--- src/rtl/ssr_pkg.sv ---
// Package: shared register addresses and word-size constants for the
// synchronous slave receiver. Assumes a 2-bit register address space.
package ssr_pkg;
    localparam int unsigned ADDR_W   = 2;
    localparam int unsigned BYTE_W   = 8;
    localparam int unsigned WORD_MAX = 9;

    localparam logic [ADDR_W-1:0] A_STAT = 2'd0;
    localparam logic [ADDR_W-1:0] A_DATA = 2'd1;
    localparam logic [ADDR_W-1:0] A_MODE = 2'd2;

    typedef struct packed {
        logic port_en;
        logic nine;
        logic sren;
        logic cren;
        logic adden;
    } ctrl_t;

    typedef struct packed {
        logic ien;
        logic master;
        logic sync;
    } mode_t;
endpackage

--- src/rtl/ssr_sync.sv ---
// Module: multi-stage synchronizer for a vector of asynchronous pins.
// Assumes each bit is independent (no bus coherency required).
module ssr_sync #(
    parameter int unsigned WIDTH  = 2,
    parameter int unsigned STAGES = 2
) (
    input  logic             clk,
    input  logic             rst_n,
    input  logic [WIDTH-1:0] async_in,
    output logic [WIDTH-1:0] sync_out
);
    logic [WIDTH-1:0] stage_q [STAGES];

    genvar g;
    generate
        for (g = 0; g < STAGES; g++) begin : g_stage
            if (g == 0) begin : g_first
                // Capture the raw pins into the first stage.
                always_ff @(posedge clk) begin
                    if (!rst_n) stage_q[0] <= '0;
                    else        stage_q[0] <= async_in;
                end
            end else begin : g_next
                // Pass the value down the synchronizer chain.
                always_ff @(posedge clk) begin
                    if (!rst_n) stage_q[g] <= '0;
                    else        stage_q[g] <= stage_q[g-1];
                end
            end
        end
    endgenerate

    assign sync_out = stage_q[STAGES-1];
endmodule

--- src/rtl/ssr_shifter.sv ---
// Module: bit counter and word assembler. Stores one bit per detected
// falling edge, LSB first, and pulses done with the complete word.
// Assumes fall is a single-cycle strobe in the system clock domain.
module ssr_shifter #(
    parameter int unsigned WMAX = 9
) (
    input  logic            clk,
    input  logic            rst_n,
    input  logic            clr,
    input  logic            go,
    input  logic            nine,
    input  logic            fall,
    input  logic            din,
    output logic            done,
    output logic [WMAX-1:0] word
);
    localparam int unsigned CNT_W = $clog2(WMAX);

    logic [CNT_W-1:0] bit_cnt;
    logic [WMAX-1:0]  shreg;
    logic [CNT_W-1:0] last_idx;

    // Index of the final bit for the selected word size.
    assign last_idx = nine ? CNT_W'(WMAX-1) : CNT_W'(WMAX-2);
    assign done     = go && fall && (bit_cnt == last_idx);

    // Present the stored bits merged with the arriving bit.
    always_comb begin
        word          = shreg;
        word[bit_cnt] = din;
    end

    // Advance the counter and store the bit; restart on clear or completion.
    always_ff @(posedge clk) begin
        if (!rst_n || clr) begin
            bit_cnt <= '0;
            shreg   <= '0;
        end else if (go && fall) begin
            if (bit_cnt == last_idx) begin
                bit_cnt <= '0;
                shreg   <= '0;
            end else begin
                bit_cnt <= bit_cnt + 1'b1;
                shreg   <= word;
            end
        end
    end

    AST_CNT_IN_RANGE: assert property (@(posedge clk) disable iff (!rst_n)
        bit_cnt <= CNT_W'(WMAX-1));
    AST_IDLE_NO_ADVANCE: assert property (@(posedge clk) disable iff (!rst_n)
        !go |=> (bit_cnt == $past(bit_cnt) || bit_cnt == '0));
endmodule

--- src/rtl/sync_slave_rx.sv ---
// Module: synchronous serial slave receiver top. Holds the control, mode
// and data registers, decodes the slave-receive enable and reports
// completion, overrun and interrupt. Assumes the external shift clock is
// slow enough for at least two system clocks per level.
module sync_slave_rx
    import ssr_pkg::*;
(
    input  logic        clk,
    input  logic        rst_n,
    input  logic        sck_pin,
    input  logic        sdat_pin,
    input  logic        reg_wr,
    input  logic        reg_rd,
    input  logic [1:0]  reg_addr,
    input  logic [7:0]  reg_wdata,
    output logic [7:0]  reg_rdata,
    output logic        rx_full,
    output logic        rx_irq
);
    ctrl_t               ctrl_q;
    mode_t               mode_q;
    logic [BYTE_W-1:0]   data_q;
    logic                ninth_q;
    logic                ovr_q;
    logic                full_q;
    logic [1:0]          pins_s;
    logic                sck_d;
    logic                fall;
    logic                go;
    logic                done;
    logic [WORD_MAX-1:0] word;
    logic                rd_data;

    ssr_sync #(.WIDTH(2), .STAGES(2)) u_sync (
        .clk      (clk),
        .rst_n    (rst_n),
        .async_in ({sck_pin, sdat_pin}),
        .sync_out (pins_s)
    );

    // Delay the synchronized clock once for falling-edge detection.
    always_ff @(posedge clk) begin
        if (!rst_n) sck_d <= 1'b0;
        else        sck_d <= pins_s[1];
    end

    assign fall    = sck_d && !pins_s[1];
    assign go      = ctrl_q.port_en && mode_q.sync && !mode_q.master
                     && ctrl_q.cren && !ovr_q;
    assign rd_data = reg_rd && (reg_addr == A_DATA);

    ssr_shifter #(.WMAX(WORD_MAX)) u_shift (
        .clk   (clk),
        .rst_n (rst_n),
        .clr   (!ctrl_q.cren),
        .go    (go),
        .nine  (ctrl_q.nine),
        .fall  (fall),
        .din   (pins_s[0]),
        .done  (done),
        .word  (word)
    );

    // Load control and mode bytes from register writes.
    always_ff @(posedge clk) begin
        if (!rst_n) begin
            ctrl_q <= '0;
            mode_q <= '0;
        end else if (reg_wr) begin
            if (reg_addr == A_STAT) ctrl_q <= ctrl_t'(reg_wdata[7:3]);
            if (reg_addr == A_MODE) mode_q <= mode_t'(reg_wdata[2:0]);
        end
    end

    // Transfer completed words, track full and overrun state.
    always_ff @(posedge clk) begin
        if (!rst_n) begin
            data_q  <= '0;
            ninth_q <= 1'b0;
            full_q  <= 1'b0;
            ovr_q   <= 1'b0;
        end else begin
            if (rd_data) full_q <= 1'b0;
            if (!ctrl_q.cren) begin
                ovr_q <= 1'b0;
            end else if (done) begin
                if (full_q && !rd_data) begin
                    ovr_q <= 1'b1;
                end else begin
                    data_q  <= word[BYTE_W-1:0];
                    ninth_q <= ctrl_q.nine ? word[WORD_MAX-1] : 1'b0;
                    full_q  <= 1'b1;
                end
            end
        end
    end

    // Return the byte for the current address.
    always_comb begin
        unique case (reg_addr)
            A_STAT:  reg_rdata = {ctrl_q, 1'b0, ovr_q, ninth_q};
            A_DATA:  reg_rdata = data_q;
            A_MODE:  reg_rdata = {5'b0, mode_q};
            default: reg_rdata = '0;
        endcase
    end

    assign rx_full = full_q;
    assign rx_irq  = full_q && mode_q.ien;

    AST_FULL_FROM_DONE: assert property (@(posedge clk) disable iff (!rst_n)
        $rose(full_q) |-> $past(done));
    AST_OVR_KEEPS_DATA: assert property (@(posedge clk) disable iff (!rst_n)
        (ovr_q && $past(ovr_q)) |-> $stable(data_q));
    AST_CREN_CLEARS_OVR: assert property (@(posedge clk) disable iff (!rst_n)
        !ctrl_q.cren |=> !ovr_q);
    AST_READ_EMPTIES: assert property (@(posedge clk) disable iff (!rst_n)
        (rd_data && !done) |=> !full_q);
endmodule

--- config.mk ---
export PLATFORM = sky130hd
export DESIGN_NAME = sync_slave_rx
export DESIGN_NICKNAME = d
export VERILOG_FILES = /design/src/rtl/ssr_pkg.sv /design/src/rtl/ssr_sync.sv /design/src/rtl/ssr_shifter.sv /design/src/rtl/sync_slave_rx.sv
export SDC_FILE = /design/constraint.sdc
export NUM_CORES = 1
export LEC_CHECK = 0
export ABC_CLOCK_PERIOD_IN_PS = 1800
export BUFFER_PORTS_ARGS = -buffer_cell sky130_fd_sc_hd__buf_2
export CORE_ASPECT_RATIO = 1.5
export CORE_MARGIN = 2
export CORE_UTILIZATION = 55
export DETAILED_ROUTE_END_ITERATION = 10
export MAX_ROUTING_LAYER = met4
export PLACE_DENSITY = 0.77
export SKIP_CTS_REPAIR_TIMING = 1
export SLEW_MARGIN = 20
export SYNTH_ARGS = -nofsm -noshare
export SYNTH_HDL_FRONTEND = slang
export SYNTH_SLANG_ARGS = --single-unit
export TNS_END_PERCENT = 20
--- constraint.sdc ---
create_clock -name clk -period 1.8 [get_ports clk]
set_input_delay 0.36 -clock clk [delete_from_list [all_inputs] [get_ports clk]]
set_output_delay 0.36 -clock clk [all_outputs]
set_load 0.05 [all_outputs]
=== After elaboration in Yosys (flattened, before gate mapping) ===
Memories as Yosys holds them, arrays and structs flattened.
Index checks and enable logic that the tools add are counted.

* Memories kept: 1
* Flip-flop bits (word level): 33
* Bits in writable memories: 4
* Logic and storage cells: 65
* Output and inout bits: 10
* Input port bits: 16

* Reduce and logical (&&, ||, !) cells: 24
* Add/sub/neg operators: 1
* $lt $le $gt $ge: 2
* Bitwise logic cells: 3
* Multiplexer cells: 16
* Equal/unequal tests: 3

{| class="wikitable"
|+ Memory list
! name !! depth !! bits a word !! rd ports !! clocked after Yosys merged registers in !! wr ports !! RTL line !! RTL
|-
| u_sync.stage_q || 2 || 2 || 2 || 0 || 2 || ssr_sync.sv:12 || <nowiki>logic [WIDTH-1:0] stage_q [STAGES];</nowiki>
|}

{| class="wikitable"
|+ Operators with widths
! kind !! count
|-
| $pmux 8 s3 || 1
|-
| $logic_and 1x1->1 || 11
|-
| $bwmux 9 || 1
|-
| $mux 9 || 1
|-
| $mux 1 || 8
|-
| $mux 4 || 2
|-
| $reduce_and 2->1 || 4
|-
| $logic_not 1->1 || 6
|-
| $lt 4x5->1 const B || 1
|-
| $add 4x1->4 const B || 1
|-
| $demux 1 s4 || 1
|-
| $eq 4x4->1 || 1
|-
| $ge 4x1->1 const B || 1
|-
| $mux 2 || 2
|-
| $reduce_and 3->1 || 1
|-
| $eq 2x1->1 const B || 1
|-
| $eq 2x2->1 const B || 1
|-
| $logic_not 2->1 || 1
|-
| $or 1x1->1 || 2
|-
| $logic_or 1x1->1 || 1
|-
| $not 1->1 || 1
|}

=== Depth between registers and ports, before layout ===
Gate-level depths: netlist of run 1.

* Depth after elaboration: 8
* Mapped depth: 6
* Gate-level depth less buffers: 6

=== Hierarchy ===
From an unflattened synthesis of run 1, not the netlist that was laid out.

* Cells, all modules: 192
* Area, all modules: 1,809.2 um^2

{| class="wikitable"
|+ By module, submodules not included
! module !! cells each !! instances !! area an instance (um^2) !! sequential area each (um^2)
|-
| sync_slave_rx || 108 || 1 || 967.2 || 400.4
|-
| ssr_shifter || 76 || 1 || 737.0 || 260.2
|-
| ssr_sync || 8 || 1 || 105.1 || 80.1
|}

=== Worst setup path before layout of run 1 ===
OpenSTA, ideal clock, no wires.

* Path type: input to output
* From: in reg_addr[0]
* To: out reg_rdata[0]
* Buffers on the path: 1
* Setup slack: -0.332 ns
* Required time: 1.440 ns
* Arrival time: 1.772 ns
* Stages: 3
* Cell sequence: buf_2 -> mux2i_1 -> o21ai_0

* Cells in the longest elaborated chain, start to end: 2
* Elaborated cells on any way between the ends: 4
* Those cells by class: 2 x eq/ne; 1 x mux; 1 x reduce/logical

{| class="wikitable"
|+ RTL lines
! element !! RTL line !! RTL
|-
| start: declaration || sync_slave_rx.sv:14 || <nowiki>input logic [1:0] reg_addr,</nowiki>
|-
| $eq 2x2->1, or another cell as far along || sync_slave_rx.sv:100 || <nowiki>unique case (reg_addr)</nowiki>
|-
| $pmux 8 s3 * || sync_slave_rx.sv:100 ||
|-
| end: declaration || sync_slave_rx.sv:16 || <nowiki>output logic [7:0] reg_rdata,</nowiki>
|}

Mark *: on every way between the ends. The rest lies on a longest branch, timed or not.

=== Worst setup path after layout of run 1 ===
* From: reg ctrl_q[3] (netlist name)
* To: reg ninth_q

* Cells in the longest elaborated chain, start to end: 4
* Elaborated cells on any way between the ends: 5
* Those cells by class: 1 x eq/ne; 2 x mux; 2 x reduce/logical

{| class="wikitable"
|+ RTL lines
! element !! RTL line !! RTL
|-
| start: declaration || sync_slave_rx.sv:20 || <nowiki>ctrl_t ctrl_q;</nowiki>
|-
| start signal: assignment || sync_slave_rx.sv:70 || <nowiki>if (reg_addr == A_STAT) ctrl_q <= ctrl_t'(reg_wdata[7:3]);</nowiki>
|-
| $mux 4 || ssr_shifter.sv:24 || <nowiki>assign last_idx = nine ? CNT_W'(WMAX-1) : CNT_W'(WMAX-2);</nowiki>
|-
| $eq 4x4->1 || ssr_shifter.sv:25 || <nowiki>assign done = go && fall && (bit_cnt == last_idx);</nowiki>
|-
| $logic_and 1x1->1 || ssr_shifter.sv:25 ||
|-
| $reduce_and 3->1 (no source line) || n/a ||
|-
| end signal: assignment || sync_slave_rx.sv:91 || <nowiki>ninth_q <= ctrl_q.nine ? word[WORD_MAX-1] : 1'b0;</nowiki>
|-
| end: declaration || sync_slave_rx.sv:23 || <nowiki>logic ninth_q;</nowiki>
|}

Parallel ways exist; a longest one is shown, timed or not.
A chain may end at the register's enable or synchronous reset.

==> reports/results.tsv, run 1 <==
metric	value	unit
DP HPWL	2840	um
RSZ-0062 raised after global routing	false	
Worst-path clk slew	0.07	ns
r2r worst-path depth	4	
root buffer cell	clkbuf_8	
worst flop-to-flop path startpoint	ctrl_q[3]$_SDFFE_PN0P_	
Fillers	284	
vias per cell	5.52	
Tcrit/Tclk final	0.936	
CTS Buf Count	5	
Worst-Skew Late Latency	0.29	ns
critical path, cell by cell	or3b_4 > o22ai_4 > nand4_4 > mux2_2	
Yosys top cell area share	0.400	
crit path from	ctrl_q[3]$_SDFFE_PN0P_	
Area Growth Syn to Fin	16.0	%
layout cells sized above 1	0.262	
Final ANT Viol Nets	0	
setup violators final	0	
CP required	1.98	ns
total track usage	0.237	
Die X-Extent	51.4	um
Post-synth EDFFs	0	
unique cell type count in the Yosys netlist	33	
IO Pins	26	
PD cells	691	mW/mm^2
crit start category	register	
initial antenna violation count	0	
Tmin final	1.69	ns
largest net degree at the start of global routing	33	
kind of critical path	reg2reg	
Critical Path AT	1.86	ns
area occupied by multi-input gates	0.00106	mm^2
dominant synthesized flop cell	dfxtp_1	
DR vias	1462	
CTS max path bufs	2	
post-synthesis register bit count	37	
synth warn	0	
IO buf count	25	
global-route wire length before repair	6530	um
status	finished clean	
max_slew headroom	0.591	
slowest CP cell	or3b_4	
vias in the first global route	1385	
pre-CTS setup slack	0.0770	ns
final setup TNS	0	ns
Leak	0.862	nW
FFs w/ async S/R, synth	0	
Post-Route WL	3770	um
delay-heaviest family, CP	simple AND/OR/NAND/NOR gates	
chip height	75.1	um
CTS tree	yes	
crit path capture type	register	
cell taking the most area after synthesis	dfxtp_1	
sequential element share of the synthesized area	0.400	
Avg Cell Area, Syn	9.60	um^2
Critical Path Max Stage Delay	0.42	ns
Worst Max-Slew Pin Slew	0.611	ns
Final #Nets	244	
CP endpoint	ninth_q$_SDFFE_PN0P_	
post-synthesis instance total	193	
core area	0.00319	mm^2
FF-to-FF End	ninth_q$_SDFFE_PN0P_	
register area	743	um^2
crit path max fanout	9	
grt ovf	0	
Layout Skew	0.0109	ns
FP Rows	25	
H-tree depth	2	
Worst path depth	4	
Final Wtd Congestion	0.769	
die area	0.00386	mm^2
Initial DRT Pass Iterations	4	
clock sink count	37	
Synth Net Count	213	
slack of the worst reg-to-reg path	0.11	ns
drt drc	0	
ranking of synthesized cells by area	dfxtp_1 (40%), mux2i_1 (11%), mux2_2 (5.5%), and2_1 (5.1%), nor2b_1 (4.7%)	
Buffers & Inverters on Critical Path	0	
Final Hold Vio Count	0	
Max VDD drop	0.584	mV
Slew Viols, Final	0	
detailed router's first-iteration violation count	25	
min-delay worst type	in2reg	
Initial Util	0.581	
area of the mapped netlist	0.00185	mm^2
fmax	0.593	GHz
DR WL/cell	14.2	um
Fin Hold WS	0.279	ns
final worst slack	0.115	ns
n_diodes	0	
max cap viols	0	
-- cell usage in the layout (no fill, tap or decap), types with 2 or more instances in the layout --
cell type	n
or3_1	2
nor3b_1	3
nor3b_2	2
buf_2	25
o2bb2ai_1	9
and2_1	15
nand2_1	17
nand4bb_1	2
dfxtp_2	2
o21ai_1	2
ha_1	4
clkbuf_8	5
clkinv_2	2
a21boi_0	4
nor2b_1	14
mux2_2	9
nand3b_1	7
nand3_1	5
inv_1	3
nor2_1	10
a21oi_1	2
buf_4	10
mux2i_1	21
dfxtp_1	35
nand2b_1	2
-- per-layer routing --
layer | share of wire | vias to the layer above | global-route usage
met5 | 0 | - | -
met1 | 0.42 | 692 | 0.263
met2 | 0.52 | 28 | 0.399
met4 | 0.029 | 0 | 0.111
met3 | 0.032 | 11 | 0.0556
li1 | - | 731 | -
-- final cells by class --
cell class / instances / area share
clock buffers: 6 / 0.0338
clock inverters: 2 / 0.00466
inverters: 3 / 0.00524
multi-input cells: 142 / 0.494
flip-flops and latches: 37 / 0.346
well taps: 40 / 0.0233
repair buffers: 35 / 0.0931
-- cells in the mapped netlist, types with 2 or more instances --
| cell type | n |
|---|---|
| a21boi_0 | 4 |
| a21oi_1 | 2 |
| and2_1 | 15 |
| buf_2 | 2 |
| clkbuf_1 | 9 |
| dfxtp_1 | 37 |
| ha_1 | 4 |
| inv_1 | 3 |
| mux2_2 | 9 |
| mux2i_1 | 21 |
| nand2_1 | 17 |
| nand2b_1 | 2 |
| nand3_1 | 5 |
| nand3b_1 | 7 |
| nand4bb_1 | 2 |
| nor2_1 | 10 |
| nor2b_1 | 14 |
| nor3b_1 | 4 |
| o21ai_0 | 3 |
| o2bb2ai_1 | 9 |
| or3_1 | 2 |
-- how the worst min path moves through the flow --
stage / startpoint / end / slack (ns) / cells past startpoint
after floorplan: u_sync.stage_q[0][0]$_SDFF_PN0_ / u_sync.stage_q[1][0]$_SDFF_PN0_ / 0.41 / 1
after global placement: u_sync.stage_q[0][1]$_SDFF_PN0_ / u_sync.stage_q[1][1]$_SDFF_PN0_ / 0.42 / 1
after detailed placement: u_sync.stage_q[0][1]$_SDFF_PN0_ / u_sync.stage_q[1][1]$_SDFF_PN0_ / 0.43 / 1
after CTS: sck_pin / u_sync.stage_q[0][1]$_SDFF_PN0_ / 0.27 / 2
after global routing: sck_pin / u_sync.stage_q[0][1]$_SDFF_PN0_ / 0.28 / 2
final: sck_pin / u_sync.stage_q[0][1]$_SDFF_PN0_ / 0.28 / 2
-- registers in the layout (all words and copies together) (netlist names), 3 cells and up --
name,flops
ctrl_q,5
u_shift.bit_cnt,4
u_shift.shreg,9
mode_q,3
u_sync.stage_q,4
data_q,8
-- stage by stage --
step	instance area, um^2	total power [W]	utilization	cells
after floorplan	1850	0.000909	-	193
after global placement	2060	0.000940	0.645	257
after detailed placement	2060	0.000943	0.645	257
after CTS	2140	0.00150	0.671	265
after global routing	2150	0.00155	0.674	265
final	2150	0.00149	0.674	265
-- where the power goes --
| part | total (W) | internal (W) | switching [W] |
|---|---|---|---|
| registers | 0.000838 | 0.000829 | 0.00000889 |
| logic | 0.0000862 | 0.0000406 | 0.0000456 |
| clock network | 0.000562 | 0.000268 | 0.000294 |
-- logic make-up after synthesis --
family / count (synthesis) / synth area share
AO/OA/AOI/OAI: 22 / 0.0966
adder cells (fa/ha/maj): 4 / 0.0270
buffers and inverters: 14 / 0.0297
flip-flops: 37 / 0.400
multiplexers: 30 / 0.168
AND/OR/NAND/NOR: 86 / 0.279
Power figures use the tool's default switching activity.
==> run 2: changes to the inputs <==
Settings changed: ABC_AREA set to 1, SLEW_MARGIN 20 to not set.
==> reports/results.tsv, run 2 <==
metric	value	unit	change
largest net degree at the start of global routing	24		-27%
Layout Skew	0.00457	ns	-0.00635 ns
WL met1	1690	um	+6.2%
commonest cells in the synthesized netlist	nand2_1 (77), inv_1 (43), dfxtp_1 (37)		
crit start category	input port		
fmax	0.632	GHz	+6.6%
DR top layer	met4		
max cap viols	0		unchanged
synth warn	0		unchanged
layout cells sized above 1	0.149		-0.113
max_slew headroom	0.657		+0.0661
initial antenna violation count	0		unchanged
count leader, synth	nand2_1		
Seq pwr share	0.547		-0.017
PD cells	738	mW/mm^2	+6.8%
Post-Place Cells	334		+30%
slack of the worst reg-to-reg path	0.28	ns	+0.17 ns
IO buf count	25		unchanged
commonest non-fill, non-tap cell in the layout	nand2_1		
Final ANT Viol Nets	0		unchanged
ranking of synthesized cells by area	dfxtp_1 (40%), nand2_1 (16%), inv_1 (8.8%), nor2_1 (7.2%), a21oi_1 (4.4%)		
Fillers	295		+3.9%
detailed router's first-iteration violation count	47		+88%
Synth Net Count	293		+38%
Area Growth Syn to Fin	13.1	%	
Initial DRT Pass Iterations	4		unchanged
FFs w/ async S/R, synth	0		unchanged
met3 wire len	127	um	+5.0%
crit path capture type	primary output		
post-synthesis register bit count	37		unchanged
worst flop-to-flop path startpoint	u_shift.bit_cnt[2]$_SDFFE_PN0P_		
Tmin final	1.58	ns	-0.104 ns
fin cells	342		+29%
r2r worst-path depth	7		+3
status	finished clean		
total track usage	0.239		+0.00256
hold depth	3		+1
chip height	74.7	um	-0.48%
Tcrit/Tclk final	0.878		-0.0577
CTS Buf Count	5		unchanged
Design Power	0.00153	W	+3.1%
drt drc	0		unchanged
Initial Util	0.581		about the same
die area	0.00382	mm^2	-0.94%
Largest Register	u_shift.shreg		
dominant synthesized flop cell	dfxtp_1		
Final Hold Vio Count	0		unchanged
H-tree depth	2		unchanged
FP Rows	25		unchanged
global-route wire length before repair	6820	um	+4.3%
DR vias	1678		+15%
Worst-path clk slew	0.08	ns	about the same
crit path max fanout	6		-3
CTS tree	yes		
kind of critical path	in2out		
Slew Viols, Final	0		unchanged
min-delay worst type	in2reg		
Hold Path Origin	sck_pin		
Post-Route WL	3830	um	+1.6%
combinational fraction of design power	0.064		+0.006
Internal	0.00114	W	+0.17%
vias in the first global route	1653		+19%
switching share of power	0.256		+0.0214
CP required	1.44	ns	-0.54 ns
clock sink count	37		unchanged
Worst-Skew Late Latency	0.29	ns	about the same
Avg Cell Area, Syn	6.72	um^2	-30%
Critical Path AT	1.22	ns	-0.64 ns
root buffer cell	clkbuf_8		
Worst Max-Slew Pin Slew	0.513	ns	-0.0981 ns
CTS max path bufs	2		unchanged
Die X-Extent	51.2	um	-0.47%
DR WL/cell	11.2	um	-21%
core area	0.00316	mm^2	-0.98%
Final Wtd Congestion	0.835		+8.5%
commonest non-fill, non-tap cells in the layout	nand2_1 (77), inv_1 (43), dfxtp_1 (37), nor2_1 (35), buf_2 (25)		
RSZ-0062 raised after global routing	false		
post-synthesis instance total	273		+41%
max FFs per register	9		unchanged
Post-synth EDFFs	0		unchanged
Psw	0.000392	W	+12%
Max VDD drop	0.652	mV	+12%
final setup TNS	0	ns	unchanged
setup violators final	0		unchanged
grt ovf	0		unchanged
n_diodes	0		unchanged
unique cell type count in the Yosys netlist	23		-30%
Final #Nets	321		+32%
DP HPWL	2910	um	+2.4%
IO Pins	26		unchanged
FF-to-FF End	ninth_q$_SDFFE_PN0P_		
Yosys top cell area share	0.404		+0.00409
Leak	0.961	nW	+12%
sequential element share of the synthesized area	0.404		+0.00409
leading registers by flop count	u_shift.shreg: 9 flops, data_q: 8 flops, ctrl_q: 5 flops		
area of the mapped netlist	0.00183	mm^2	-1.0%
Clock Power Share	0.389		+0.011
Hold Crit Endpoint	u_sync.stage_q[0][1]$_SDFF_PN0_		
cell taking the most area after synthesis	dfxtp_1		
vias per cell	4.91		-11%
met2 WL	1930	um	-1.1%
-- run 2: power groups by stage --
stage	clock [W]	combinational (W)	sequential [W]
global route	0.000645	0.000110	0.000840
floorplan	0	0.0000623	0.000856
CTS	0.000606	0.0000970	0.000838
finish	0.000596	0.0000973	0.000838
detailed placement	0	0.0000967	0.000858
global placement	0	0.0000970	0.000857
-- run 2: worst max-delay path: stages --
cell     delay (ns)
buf_2          0.12
nor2_1         0.11
buf_4          0.15
inv_1          0.06
o22ai_1        0.12
buf_2          0.29
-- run 2: logic make-up after synthesis --
group	Yosys count	share of synthesized area
AOI/OAI and AO/OA	40	0.123
xor gates and xnor gates	2	0.00955
adders and majority gates	4	0.0273
buffers and inverters	54	0.124
DFF	37	0.404
and+or+nand+nor	136	0.312
-- run 2: worst max path at each step --
stage / startpoint / to / slack, ns / depth (start not counted)
final: reg_addr[1] / reg_rdata[6] / 0.22 / 6
after global routing: u_shift.bit_cnt[2]$_SDFFE_PN0P_ / u_shift.shreg[8]$_SDFFE_PN0P_ / 0.06 / 6
after CTS: reg_addr[1] / reg_rdata[3] / 0.23 / 5
after detailed placement: reg_addr[1] / reg_rdata[3] / 0.24 / 5
after global placement: reg_addr[1] / reg_rdata[6] / 0.22 / 6
after floorplan: reg_addr[1] / reg_rdata[3] / -0.19 / 3
-- run 2: routing by layer --
| metal | up-vias | GRT usage |
|---|---|---|
| met2 | 38 | 0.423 |
| met1 | 723 | 0.265 |
| met4 | 0 | 0.111 |
| li1 | 908 | - |
| met3 | 9 | 0.0317 |
| met5 | - | - |
-- run 2: metrics by stage --
stage,area [um^2],hold slack [ns],util,setup slack [ns]
detailed placement,1980,0.403,0.628,0.240
finish,2070,0.242,0.657,0.219
CTS,2070,0.242,0.657,0.230
global placement,1980,0.394,0.628,0.219
global route,2070,0.250,0.657,0.0585
floorplan,1830,0.390,-,-0.191
-- run 2: final cells by class --
type	instances	area [um^2]	share of cell area
Multi-Input combinational cell	182	866	0.417
Sequential cell	37	741	0.357
Clock inverter	3	21.3	0.0103
Clock buffer	5	68.8	0.0332
Timing Repair Buffer	29	155	0.0748
Inverter	46	173	0.0832
Tap cell	40	50.0	0.0241
